==> config.mk <==
export PLATFORM = sky130hd
export DESIGN_NAME = eth_rx_filter
export DESIGN_NICKNAME = d
export VERILOG_FILES = /design/src/rtl/eth_rx_pkg.sv /design/src/rtl/eth_rx_crc.sv /design/src/rtl/eth_rx_addr_cmp.sv /design/src/rtl/eth_rx_filter.sv
export SDC_FILE = /design/constraint.sdc
export NUM_CORES = 1
export LEC_CHECK = 0
export CAP_MARGIN = 10
export CORE_ASPECT_RATIO = 0.6
export CORE_MARGIN = 3
export CORE_UTILIZATION = 56
export CTS_BUF_LIST = sky130_fd_sc_hd__clkbuf_16
export DETAILED_ROUTE_END_ITERATION = 8
export PLACE_DENSITY = 0.81
export SYNTH_ARGS = -nofsm -noshare
export SYNTH_HDL_FRONTEND = slang
export SYNTH_HIERARCHICAL = 1
export SYNTH_SLANG_ARGS = --single-unit
export TNS_END_PERCENT = 1
==> constraint.sdc <==
create_clock -name clk -period 8.7 [get_ports clk]
set_input_delay 1.74 -clock clk [delete_from_list [all_inputs] [get_ports clk]]
set_output_delay 1.74 -clock clk [all_outputs]
set_load 0.005 [all_outputs]
==> src/rtl/eth_rx_pkg.sv <==
package eth_rx_pkg;
  typedef enum logic [1:0] {
    RX_IDLE = 2'd0,
    RX_ADDR = 2'd1,
    RX_BODY = 2'd2,
    RX_DROP = 2'd3
  } rx_state_e;

  localparam int ADDR_BYTES  = 6;
  localparam int LEN_HI_POS  = 12;
  localparam int LEN_LO_POS  = 13;
  localparam int HDR_BYTES   = 14;
  localparam int FCS_BYTES   = 4;
  localparam logic [31:0] CRC_POLY    = 32'hEDB88320;
  localparam logic [31:0] CRC_RESIDUE = 32'hDEBB20E3;
endpackage

==> src/rtl/eth_rx_crc.sv <==
module eth_rx_crc #(
  parameter logic [31:0] POLY = 32'hEDB88320
) (
  input  logic        clk,
  input  logic        rst_n,
  input  logic        en,
  input  logic        restart,
  input  logic [7:0]  data,
  output logic [31:0] crc_next
);
  logic [31:0] crc_q;

  // LSB-first byte update of the reflected register
  always_comb begin
    logic [31:0] c;
    c = restart ? 32'hFFFF_FFFF : crc_q;
    c = c ^ {24'd0, data};
    for (int b = 0; b < 8; b++) begin
      if (c[0]) c = {1'b0, c[31:1]} ^ POLY;
      else      c = {1'b0, c[31:1]};
    end
    crc_next = c;
  end

  always_ff @(posedge clk or negedge rst_n) begin
    if (!rst_n)  crc_q <= 32'hFFFF_FFFF;
    else if (en) crc_q <= crc_next;
  end
endmodule

==> src/rtl/eth_rx_addr_cmp.sv <==
module eth_rx_addr_cmp #(
  parameter int NBYTES = 6,
  localparam int SEL_W = $clog2(NBYTES)
) (
  input  logic [8*NBYTES-1:0] station_addr,
  input  logic [SEL_W-1:0]    sel,
  input  logic [7:0]          data,
  output logic                hit
);
  logic [7:0] octet [NBYTES];

  // octet[0] is the most significant byte, received first
  for (genvar g = 0; g < NBYTES; g++) begin : g_oct
    assign octet[g] = station_addr[8*(NBYTES-g)-1 -: 8];
  end

  always_comb begin
    hit = 1'b0;
    for (int k = 0; k < NBYTES; k++) begin
      if (sel == SEL_W'(k)) hit = (octet[k] == data);
    end
  end
endmodule

==> src/rtl/eth_rx_filter.sv <==
module eth_rx_filter
  import eth_rx_pkg::*;
#(
  parameter int MAX_PAYLOAD = 1500,
  parameter int MIN_FRAME   = 64
) (
  input  logic        clk,
  input  logic        rst_n,
  input  logic [47:0] station_addr,
  input  logic        in_valid,
  input  logic [7:0]  in_byte,
  input  logic        in_sof,
  input  logic        in_eof,
  output logic        pay_valid,
  output logic [7:0]  pay_byte,
  output logic        frame_good,
  output logic        frame_bad,
  output logic        frame_drop
);
  localparam int CNT_W = $clog2(HDR_BYTES + MAX_PAYLOAD + FCS_BYTES + 1) + 1;
  localparam int SEL_W = $clog2(ADDR_BYTES);
  localparam logic [CNT_W-1:0] IDX_ADDR_END = CNT_W'(ADDR_BYTES);
  localparam logic [CNT_W-1:0] IDX_ADDR_LST = CNT_W'(ADDR_BYTES - 1);
  localparam logic [CNT_W-1:0] IDX_LEN_HI   = CNT_W'(LEN_HI_POS);
  localparam logic [CNT_W-1:0] IDX_LEN_LO   = CNT_W'(LEN_LO_POS);
  localparam logic [CNT_W-1:0] IDX_HDR      = CNT_W'(HDR_BYTES);
  localparam logic [CNT_W-1:0] IDX_MIN_LAST = CNT_W'(MIN_FRAME - 1);
  localparam logic [CNT_W-1:0] CNT_MAX      = {CNT_W{1'b1}};
  localparam logic [15:0]      LEN_LIMIT    = 16'(MAX_PAYLOAD);

  rx_state_e        state_q, state_d;
  logic [CNT_W-1:0] cnt_q, cnt_d, cur_idx;
  logic [15:0]      len_q, len_d;
  logic             take, miss, byte_hit, fwd, fin, bad_now;
  logic             len_ok, is_short, crc_fail;
  logic [31:0]      crc_next;
  logic [16:0]      pay_lim;

  eth_rx_addr_cmp #(.NBYTES(ADDR_BYTES)) i_addr_cmp (
    .station_addr (station_addr),
    .sel          (cur_idx[SEL_W-1:0]),
    .data         (in_byte),
    .hit          (byte_hit)
  );

  eth_rx_crc #(.POLY(CRC_POLY)) i_crc (
    .clk      (clk),
    .rst_n    (rst_n),
    .en       (take),
    .restart  (in_sof),
    .data     (in_byte),
    .crc_next (crc_next)
  );

  // next-state logic
  always_comb begin
    take    = in_valid && (in_sof || state_q == RX_ADDR || state_q == RX_BODY);
    cur_idx = in_sof ? '0 : cnt_q;
    miss    = take && (cur_idx < IDX_ADDR_END) && !byte_hit;
    len_ok  = (len_q <= LEN_LIMIT);
    pay_lim = 17'(HDR_BYTES) + {1'b0, len_q};
    fwd     = take && !miss && (cur_idx >= IDX_HDR) && len_ok &&
              ({{(17-CNT_W){1'b0}}, cur_idx} < pay_lim);
    fin     = take && in_eof && !miss;

    crc_fail = (crc_next != CRC_RESIDUE);
    is_short = (cur_idx < IDX_MIN_LAST);
    bad_now  = crc_fail || is_short || ((cur_idx > IDX_LEN_LO) && !len_ok);

    state_d = state_q;
    cnt_d   = cnt_q;
    len_d   = len_q;
    if (take) begin
      cnt_d = (cur_idx == CNT_MAX) ? cur_idx : cur_idx + CNT_W'(1);
      if (miss)                         state_d = RX_DROP;
      else if (in_eof)                  state_d = RX_IDLE;
      else if (cur_idx == IDX_ADDR_LST) state_d = RX_BODY;
      else if (in_sof)                  state_d = RX_ADDR;
      if (cur_idx == IDX_LEN_HI) len_d[15:8] = in_byte;
      if (cur_idx == IDX_LEN_LO) len_d[7:0]  = in_byte;
    end
  end

  // state registers, enabled by accepted bytes
  always_ff @(posedge clk or negedge rst_n) begin
    if (!rst_n) begin
      state_q <= RX_IDLE;
      cnt_q   <= '0;
      len_q   <= '0;
    end else if (in_valid) begin
      state_q <= state_d;
      cnt_q   <= cnt_d;
      len_q   <= len_d;
    end
  end

  // output registers
  always_ff @(posedge clk or negedge rst_n) begin
    if (!rst_n) begin
      pay_valid  <= 1'b0;
      pay_byte   <= '0;
      frame_good <= 1'b0;
      frame_bad  <= 1'b0;
      frame_drop <= 1'b0;
    end else begin
      pay_valid  <= fwd;
      if (fwd) pay_byte <= in_byte;
      frame_good <= fin && !bad_now;
      frame_bad  <= fin && bad_now;
      frame_drop <= miss;
    end
  end
endmodule

* After elaboration in Yosys (flattened, before gate mapping)
Cells that the tools add are included.
** Storage, ports and cells
- Bits in registers :: 74
- Latch bits :: 0
- Memory bits (writable) :: 0
- Bits in read-only memories :: 0
- Logic and storage cells :: 92
- Memories :: 0
** Operators by class
- Add/sub/neg operators :: 2
- Multiply operators :: 0
- Div/mod/pow operators :: 0
- Order comparisons :: 6
- Equal/unequal tests :: 18
- Shift-type cells :: 0
- Muxes and demuxes :: 21
- Bitwise logic cells :: 9
- Reduce and logical (&&, ||, !) cells :: 26
** Operators by type and width (number)
- $mux 32 :: 9
- $not 13->14 :: 8
- $eq 8x8->1 :: 6
- $ne 32x32->1 const B :: 1
- $xor 32x8->32 :: 1
- $eq 12x4->1 const B :: 2
- $mux 12 :: 2
- $add 4x16->17 const A :: 1
- $lt 12x17->1 :: 1
- $le 16x11->1 const B :: 1
- $add 12x1->12 const B :: 1
- $eq 12x12->1 const B :: 1
- $eq 12x3->1 const B :: 1
- $ge 12x4->1 const B :: 1
- $gt 12x4->1 const B :: 1
- $logic_and 1x1->1 :: 12
- $lt 12x3->1 const B :: 1
- $lt 12x6->1 const B :: 1
- $reduce_and 3->1 :: 3
- $mux 2 :: 4
- $eq 3x2->1 const B :: 2
- $eq 3x3->1 const B :: 2
- $mux 1 :: 6
- $logic_not 1->1 :: 4
- other kinds (7) :: 10

* Depth between registers and ports, before layout
Gate-level depths: netlist of the first run.
- Depth in word-level cells :: 23
- Depth in mapped cells :: 13

* Cells and area by module
Netlist of the first run, hierarchy kept.
** By module, submodules not included
- eth_rx_filter :: times used 1, cells each 258, area each 2572.5 um2
- eth_rx_crc :: times used 1, cells each 211, area each 2424.8 um2
- eth_rx_addr_cmp :: times used 1, cells each 82, area each 668.1 um2

* Least setup slack after synthesis of the first run
OpenSTA, ideal clock, no wires.
- Path type :: input to register
- Start :: in in_sof
- End :: reg pay_byte[0]
- Data arrival time :: 4.030 ns
- Data required time :: 8.575 ns
- Slack :: 4.545 ns
- Stages on the path :: 10
- Path through :: clkbuf_1 -> buf_1 -> nor2b_1 -> ha_1 -> nand2_1 -> nor2_1 -> a2111oi_0 -> o311ai_0 -> a31oi_4 -> mux2_2
** Between the ends
- Word-level cells in the longest chain between the ends :: 15
- Elaborated cells on any way between the ends :: 27
- Those cells by class :: order compare: 3; eq/ne: 5; mux: 7; reduce/logical: 12
** Ends and longest elaborated chain
- from (decl) :: line eth_rx_filter.sv:12 : input logic in_sof,
- $mux 12 :: line eth_rx_filter.sv:58 : cur_idx = in_sof ? '0 : cnt_q;
- $logic_not 3->1 :: line eth_rx_addr_cmp.sv:20 : if (sel == SEL_W'(k)) hit = (octet[k] == data);
- $mux 1 (6 in a row) :: line eth_rx_addr_cmp.sv:20
- $logic_not 1->1 :: line eth_rx_filter.sv:59 : miss = take && (cur_idx < IDX_ADDR_END) && !byte_hit;
- $logic_and 1x1->1 :: line eth_rx_filter.sv:59
- $logic_not 1->1 :: line eth_rx_filter.sv:62 : fwd = take && !miss && (cur_idx >= IDX_HDR) && len_ok &&
- $logic_and 1x1->1 (3 in a row) :: line eth_rx_filter.sv:62
- $logic_and 1x1->1 * :: line eth_rx_filter.sv:62
- to (signal assigned) :: line eth_rx_filter.sv:107 : if (fwd) pay_byte <= in_byte;
- to (decl) :: line eth_rx_filter.sv:15 : output logic [7:0] pay_byte,
Mark *: on every way between the ends. The rest lies on a longest branch, timed or not.
A chain may end at the register's enable or synchronous reset.

* Worst setup path in the final report of the first run
- Start :: in in_byte[0]
- End :: reg frame_bad
** Between the ends
- Word-level cells in the longest chain between the ends :: 18
- Elaborated cells on any way between the ends :: 36
- Those cells by class :: eq/ne: 7; mux: 14; bitwise: 8; reduce/logical: 7
** Ends and longest elaborated chain
- from (decl) :: line eth_rx_filter.sv:11 : input logic [7:0] in_byte,
- $xor 32x8->32 * :: line eth_rx_crc.sv:17 : c = c ^ {24'd0, data};
- $mux 32 * :: line eth_rx_crc.sv:19 : if (c[0]) c = {1'b0, c[31:1]} ^ POLY;
- $not 13->14 (no line)
- $mux 32 * :: line eth_rx_crc.sv:19
- $not 13->14 (no line)
- $mux 32 * (2 in a row) :: line eth_rx_crc.sv:19
- $not 13->14 (no line)
- $mux 32 * :: line eth_rx_crc.sv:19
- $not 13->14 (no line)
- $mux 32 * (2 in a row) :: line eth_rx_crc.sv:19
- $not 13->14 (no line)
- $mux 32 * :: line eth_rx_crc.sv:19
- via crc_next[24] :: line eth_rx_filter.sv:36 : logic [31:0] crc_next;
- $ne 32x32->1 * :: line eth_rx_filter.sv:66 : crc_fail = (crc_next != CRC_RESIDUE);
- $logic_or 1x1->1 * (2 in a row) :: line eth_rx_filter.sv:68 : bad_now = crc_fail || is_short || ((cur_idx > IDX_LEN_LO) && !len_ok);
- $logic_and 1x1->1 * :: line eth_rx_filter.sv:109 : frame_bad <= fin && bad_now;
- to (signal assigned) :: line eth_rx_filter.sv:109
- to (decl) :: line eth_rx_filter.sv:17 : output logic frame_bad,
Mark *: on every way through the listed nets, which the timed path passes. The rest lies on a longest branch.

==> out/qor.csv, run 1 <==
stage,metric,value,unit
timing,setup_viol,0,
cts,cts-resized-gates,0,
cells_and_area,postLayoutCellArea,6770,µm²
cts,numCtsBuffers,9,
cts,clkSinkCount,74,
detailed_routing,firstDrtPassIters,7,
die,fp.dieW,136,µm
grt,gr-total-overflow,0,
cts,cts_buffer_depth,2,
cts,cts_root_buffer,clkbuf_16,
power,max-vdd-ir-drop,0.208,mV
detailed_routing,routed_wl,14.0,mm
die,num_rows,27,
synthesis,synthFlopType,dfrtp_1,
critical_path,critical_path_arrival,5.30,ns
hold_path,hold_path.class,register to register,
grt,track_usage,25.5,%
power,p_leak,0.00267,µW
synthesis,synth_nets,628,
detailed_routing,detail-route-antenna-nets,0,
die,die_h,83.9,µm
power,p_per_area,312,nW/µm²
status,outcome,completed,
detailed_routing,drtIter0Drc,448,
detailed_routing,vias,4328,
synthesis,yosysWarnings,6,
timing,rsz0062_at_grt,no,
timing,slew_violations,0,
placed_design,placed_area,6410,µm²
placed_design,dpl.hpwl,10.3,mm
critical_path,crit_path_end_kind,register,
critical_path,critPathLaunch,in_byte[0],
placed_design,gp_congestion,0.968,
synthesis,synth_seq_cells,74,
grt,first_global_vias,4087,
critical_path,r2r_setup_slack,5.31,ns
synthesis,avgSynthCellArea,10.3,µm²
cts,cts_max_level,3,
synthesis,synth-async-reset-ratio,100,%
placed_design,port_buffers,72,
synthesis,synth.distinct_cells,55,
die,fp.dieArea,11400,µm²
cts,cts_setup_buffers,0,
timing,fin_crit,5.08,ns
timing,tightest_slew,0.955,ns
synthesis,synth_cells,551,
synthesis,yosysSeqAreaShare,33.4,%
die,start_util,59.7,%
power,finalPower,2110,µW
timing,skew,0.00791,ns
cts,hold_buffers,0,
grt,grt_first_pass_wirelength,22.6,mm
critical_path,cp-start-kind,input port,
timing,slew_headroom,36.1,%
critical_path,crit_fanout,14,
detailed_routing,routedWlPerCell,18.7,µm
critical_path,rr_endpoint,pay_valid$_DFF_PN0_,
die,coreArea,9490,µm²
critical_path,crit_type,input port to register,
cts,cts_tree,yes,
detailed_routing,via_per_inst,5.80,
synthesis,synth_area,5670,µm²
critical_path,timing.rr.start,cnt_q[2]$_DFFE_PN0P_,
timing,finalSetupTns,0,ns
timing,fin_crit_sh,58.3,%
cells_and_area,nets,688,
grt,grt_max_degree,75,
timing,timing.final.ws_setup,3.62,ns
synthesis,synth_edf_count,0,
grt,grt_antenna_before_repair,0,
critical_path,critPathCapture,frame_bad$_DFF_PN0_,
run,cap_viol_max_count,0,
cells_and_area,drive_above_1_share,21.3,%
critical_path,required,8.93,ns
cells_and_area,fillers,690,
timing,timing_hold_violations_final,0,
critical_path,reg2reg_depth,8,
timing,max_clock_freq,197,MHz
cells_and_area,area_growth,19.5,%
cts,insertion_delay,0.34,ns
placed_design,dp_slack,3.31,ns
cts,path_clk_slew,0.06,ns
die,ios,73,
detailed_routing,drc_errors,0,
cells_and_area,antenna-diode-count,0,
==> layout make-up <==
class | count | area, µm² | area share, %
Multi-Input combinational cell | 437 | 3560 | 52.6
Sequential cell | 74 | 1890 | 27.9
Timing Repair Buffer | 77 | 748 | 11.1
Clock buffer | 10 | 250 | 3.70
Tap cell | 130 | 163 | 2.40
Clock inverter | 6 | 111 | 1.65
Inverter | 12 | 45.0 | 0.665
==> worst min-delay path by stage <==
stage,depth (start not counted),endpoint,from,slack [ns]
final,1,len_q[13]$_DFFE_PN0P_,len_q[13]$_DFFE_PN0P_,0.51
after global routing,1,len_q[14]$_DFFE_PN0P_,len_q[14]$_DFFE_PN0P_,0.53
after CTS,1,len_q[14]$_DFFE_PN0P_,len_q[14]$_DFFE_PN0P_,0.51
after detailed placement,1,len_q[14]$_DFFE_PN0P_,len_q[14]$_DFFE_PN0P_,0.50
after global placement,1,len_q[13]$_DFFE_PN0P_,len_q[13]$_DFFE_PN0P_,0.49
after floorplan,1,len_q[13]$_DFFE_PN0P_,len_q[13]$_DFFE_PN0P_,0.48
==> critical path, cell delays in order <==
cell	delay (ns)
clkdlybuf4s50_1	1.10
xnor2_1	0.24
xnor2_2	0.33
xor2_1	0.29
xor3_1	0.51
nand4bb_1	0.21
nor4_1	0.29
nand4_1	0.15
a211o_1	0.31
nor2b_1	0.13
==> sequential cells by signal, summed over array words and instances, names as in the netlist <==
signal       flops
frame_bad        1
frame_drop       1
i_crc/crc_q     32
frame_good       1
state_q          2
pay_byte         8
cnt_q           12
len_q           16
pay_valid        1
==> placed cells by master, fill, tap and decap left out, drive strengths merged, types with 3 or more instances in the layout <==
master	netlist	layout
nand2	26	26
nand4b	3	3
xor2	50	50
nand4	16	16
nand2b	5	5
ha	16	16
and2	3	3
buf	20	7
inv	12	12
o21ai	8	8
dfrtp	42	42
o311ai	3	3
nand3b	4	4
nor3	9	9
nand3	14	14
a31oi	3	3
clkdlybuf4s50	0	70
nor4	9	9
nor2b	10	10
clkbuf	8	10
nor2	61	61
a21oi	12	12
bufinv	0	3
dfstp	32	32
xnor2	106	106
mux2	56	56
==> cell families (layout without fill, tap and decap cells) <==
logic type,Yosys count,in the layout,synth area share (%)
buffers and inverters,40,105,3.78
xor gates and xnor gates,160,160,28.0
AOI/OAI and AO/OA,39,39,5.23
adders and majority gates,16,16,3.53
and+or+nand+nor,166,166,14.8
muxes,56,56,11.3
DFF,74,74,33.4
==> synthesized netlist by cell type, types with 3 or more instances <==
library cell | count | share of area, %
nand2_1 | 26 | 1.7
a21oi_1 | 12 | 1.1
nor2_1 | 59 | 3.9
nand4_1 | 16 | 1.8
ha_1 | 16 | 3.5
clkbuf_1 | 8 | 0.53
nand3b_1 | 4 | 0.53
inv_1 | 12 | 0.79
and2_1 | 3 | 0.33
dfstp_2 | 32 | 15
buf_1 | 3 | 0.20
xor2_1 | 47 | 7.3
xnor2_1 | 98 | 15
nand4b_1 | 3 | 0.46
nand2b_1 | 5 | 0.55
dfrtp_1 | 42 | 19
mux2_2 | 54 | 11
xnor2_2 | 5 | 1.4
o21ai_0 | 7 | 0.62
nor4_1 | 9 | 0.99
buf_6 | 6 | 1.2
buf_2 | 9 | 0.79
nor3_1 | 8 | 0.71
nand3_1 | 14 | 1.2
nor2b_1 | 10 | 1.1
xnor2_4 | 3 | 1.5
==> power breakdown <==
group | total [µW] | internal [µW] | switching [µW]
Sequential | 592 | 499 | 93.3
Combinational | 1070 | 518 | 554
Clock | 447 | 298 | 149
Total | 2110 | 1310 | 796
==> through the flow <==
stage                     instances  util, %  hold slack [ns]
final                           746     71.3            0.511
after CTS                       746     71.3            0.511
after floorplan                 551        -            0.480
after global placement          730     67.5            0.489
after global routing            746     71.3            0.529
after detailed placement        730     67.5            0.497
==> per-layer routing <==
layer | wire (µm) | vias to the layer above | track usage [%]
met4 | 159 | 0 | 5.22
met2 | 5810 | 220 | 35.1
met5 | 0 | - | 0
li1 | - | 1985 | -
met3 | 1330 | 24 | 6.14
met1 | 6670 | 2099 | 40.3
No activity file was read; power rests on OpenSTA's default activity.
==> inputs of run 2 (changes only) <==
--- a/config.mk
+++ b/config.mk
@@ -8,10 +8,10 @@
 export CAP_MARGIN = 10
 export CORE_ASPECT_RATIO = 0.6
 export CORE_MARGIN = 3
-export CORE_UTILIZATION = 56
+export CORE_UTILIZATION = 51
 export CTS_BUF_LIST = sky130_fd_sc_hd__clkbuf_16
 export DETAILED_ROUTE_END_ITERATION = 8
-export PLACE_DENSITY = 0.81
+export PLACE_DENSITY = 0.77
 export SYNTH_ARGS = -nofsm -noshare
 export SYNTH_HDL_FRONTEND = slang
 export SYNTH_HIERARCHICAL = 1
==> constraint.sdc (replaced) <==
create_clock -name clk -period 4.1 [get_ports clk]
set_input_delay 0.82 -clock clk [delete_from_list [all_inputs] [get_ports clk]]
set_output_delay 0.82 -clock clk [all_outputs]
set_load 0.005 [all_outputs]
==> run 2 against run 1 <==
Die area rose by 9.2%; first-iteration DRC count shrank 28%; register-to-register slack worse by 4.5 ns; power up 110%.
==> out/qor.csv, run 2 (synthesized netlist as in run 1, its figures left out) <==
stage,metric,value,unit
placed_design,gp_congestion,0.956,
hold_path,hold_depth,1,
timing,tightest_slew,0.832,ns
cells_and_area,layout_commonest_cell,xnor2_1,
critical_path,timing.rr.start,i_crc/crc_q[2]$_DFFE_PN1P_,
run,cap_viol_max_count,0,
critical_path,path_delay_family,XOR/XNOR gates,
cts,hold_buffers,0,
power,p_leak,0.00270,µW
cells_and_area,nets,700,
cells_and_area,fin_util,63.8,%
die,num_rows,29,
timing,slew_headroom,44.5,%
timing,fin_crit_sh,89.7,%
detailed_routing,vias,4296,
cells_and_area,final_cell_mix,"98 x xnor2_1, 70 x clkdlybuf4s50_1, 59 x nor2_1, 54 x mux2_2, 47 x xor2_1",
die,fp.dieArea,12500,µm²
grt,grt_first_pass_wirelength,23.6,mm
detailed_routing,routed_wl,14.7,mm
cts,cts_buffer_depth,2,
cells_and_area,reg_top3,"i_crc/crc_q x32, len_q x16, cnt_q x12",
critical_path,r2r_setup_slack,0.79,ns
detailed_routing,via_per_inst,5.60,
grt,first_global_vias,4348,
die,fp.dieW,142,µm
cts,path_clk_slew,0.06,ns
critical_path,crit_fanout,13,
cells_and_area,largest_register,i_crc/crc_q,
status,outcome,completed,
critical_path,slowest_stage,xnor2_1,
timing,fin_crit,3.68,ns
grt,gr-total-overflow,0,
cts,cts_tree,yes,
cells_and_area,largest_reg_flops,32,
detailed_routing,drtIter0Drc,322,
critical_path,crit_type,input port to register,
critical_path,max_stage_delay,0.57,ns
cts,cts_root_buffer,clkbuf_16,
critical_path,cp-start-kind,input port,
critical_path,required,4.32,ns
cells_and_area,fillers,813,
die,die_h,87.6,µm
hold_path,min_delay_worst_endpoint,len_q[13]$_DFFE_PN0P_,
cts,numCtsBuffers,9,
grt,track_usage,24.7,%
hold_path,hold_path.class,register to register,
critical_path,crit_path_end_kind,register,
timing,rsz0062_at_grt,no,
grt,grt_max_degree,37,
die,ios,73,
placed_design,dpl.hpwl,11.3,mm
timing,slew_violations,0,
detailed_routing,firstDrtPassIters,5,
critical_path,path_cells,"clkdlybuf4s50_1, buf_4, xnor2_1, xnor2_1, xnor2_1, xnor2_1, nand4b_1, nor4_1, nand4_1, a211o_1, nor2b_1",
timing,timing_hold_violations_final,0,
grt,grt_antenna_before_repair,0,
cts,cts_max_level,3,
critical_path,reg2reg_depth,10,
critical_path,cp_common_cell,xnor2_1,
cts,cts-resized-gates,0,
cts,cts_setup_buffers,0,
timing,max_clock_freq,272,MHz
die,coreArea,10700,µm²
cts,insertion_delay,0.33,ns
power,max-vdd-ir-drop,0.350,mV
power,p_per_area,642,nW/µm²
hold_path,hp-start,len_q[13]$_DFFE_PN0P_,
timing,setup_viol,0,
cells_and_area,drive_above_1_share,22.6,%
critical_path,critical_path_arrival,3.90,ns
cells_and_area,area_growth,20.5,%
timing,finalSetupTns,0,ns
critical_path,crit_buf_inv,2,
cells_and_area,antenna-diode-count,0,
detailed_routing,drc_errors,0,
die,start_util,52.9,%
detailed_routing,detail-route-antenna-nets,0,
critical_path,rr_endpoint,frame_bad$_DFF_PN0_,
timing,skew,0.00648,ns
detailed_routing,routedWlPerCell,19.1,µm
placed_design,port_buffers,72,
cts,clkSinkCount,74,
## run 2: through the flow
stage	hold slack, ns	power, µW	cell area, µm²	std cells	setup WS (ns)
CTS	0.508	4360	6830	767	0.474
global route	0.534	4620	6830	767	0.265
detailed placement	0.496	3490	6510	751	0.127
floorplan	0.480	2930	5670	551	0.865
global placement	0.488	3450	6510	751	0.217
finish	0.503	4380	6830	767	0.423
## run 2: where the power goes
group	leakage [µW]	internal [µW]	total, µW	switching (µW)
Clock	0.000153	531	842	310
Combinational	0.00164	1110	2270	1160
Sequential	0.000910	1060	1270	207
Total	0.00270	2710	4380	1680
## run 2: area by class of cell
type / instances / area (µm²) / share of cell area [%]
Multi-Input combinational cell: 437 / 3560 / 52.1
Tap cell: 139 / 174 / 2.55
Clock buffer: 9 / 225 / 3.30
Sequential cell: 74 / 1890 / 27.7
Clock inverter: 7 / 93.8 / 1.37
Timing Repair Buffer: 89 / 838 / 12.3
Inverter: 12 / 45.0 / 0.660
## run 2: worst max-delay path by stage
stage	startpoint	to	slack [ns]	depth (start not counted)
final	in_byte[2]	frame_bad$_DFF_PN0_	0.42	11
after global routing	in_byte[2]	frame_bad$_DFF_PN0_	0.26	11
after CTS	in_byte[0]	frame_bad$_DFF_PN0_	0.47	10
after detailed placement	in_byte[0]	frame_bad$_DFF_PN0_	0.13	10
after global placement	in_byte[1]	frame_bad$_DFF_PN0_	0.22	11
after floorplan	in_sof	pay_byte[0]$_DFFE_PN0P_	0.87	10
## run 2: worst register-to-register path, stage by stage, from the launching register on
cell and delay (ns):
dfstp_2 0.68, xnor2_1 0.16, nor2_1 0.08, xnor2_2 0.44
xor3_2 0.50, xor2_1 0.20, nand4bb_1 0.20, nor4_1 0.33
nand4_1 0.15, a211o_1 0.33, nor2b_1 0.14
## run 2: layer usage
metal  vias to the layer above  routed length (µm)  global-route usage (%)
met5                         -                   0                       0
met4                         0                 185                    5.40
met2                       193                5960                    34.6
met1                      2058                7250                    36.9
li1                       2026                   -                       -
met3                        19                1290                    8.07
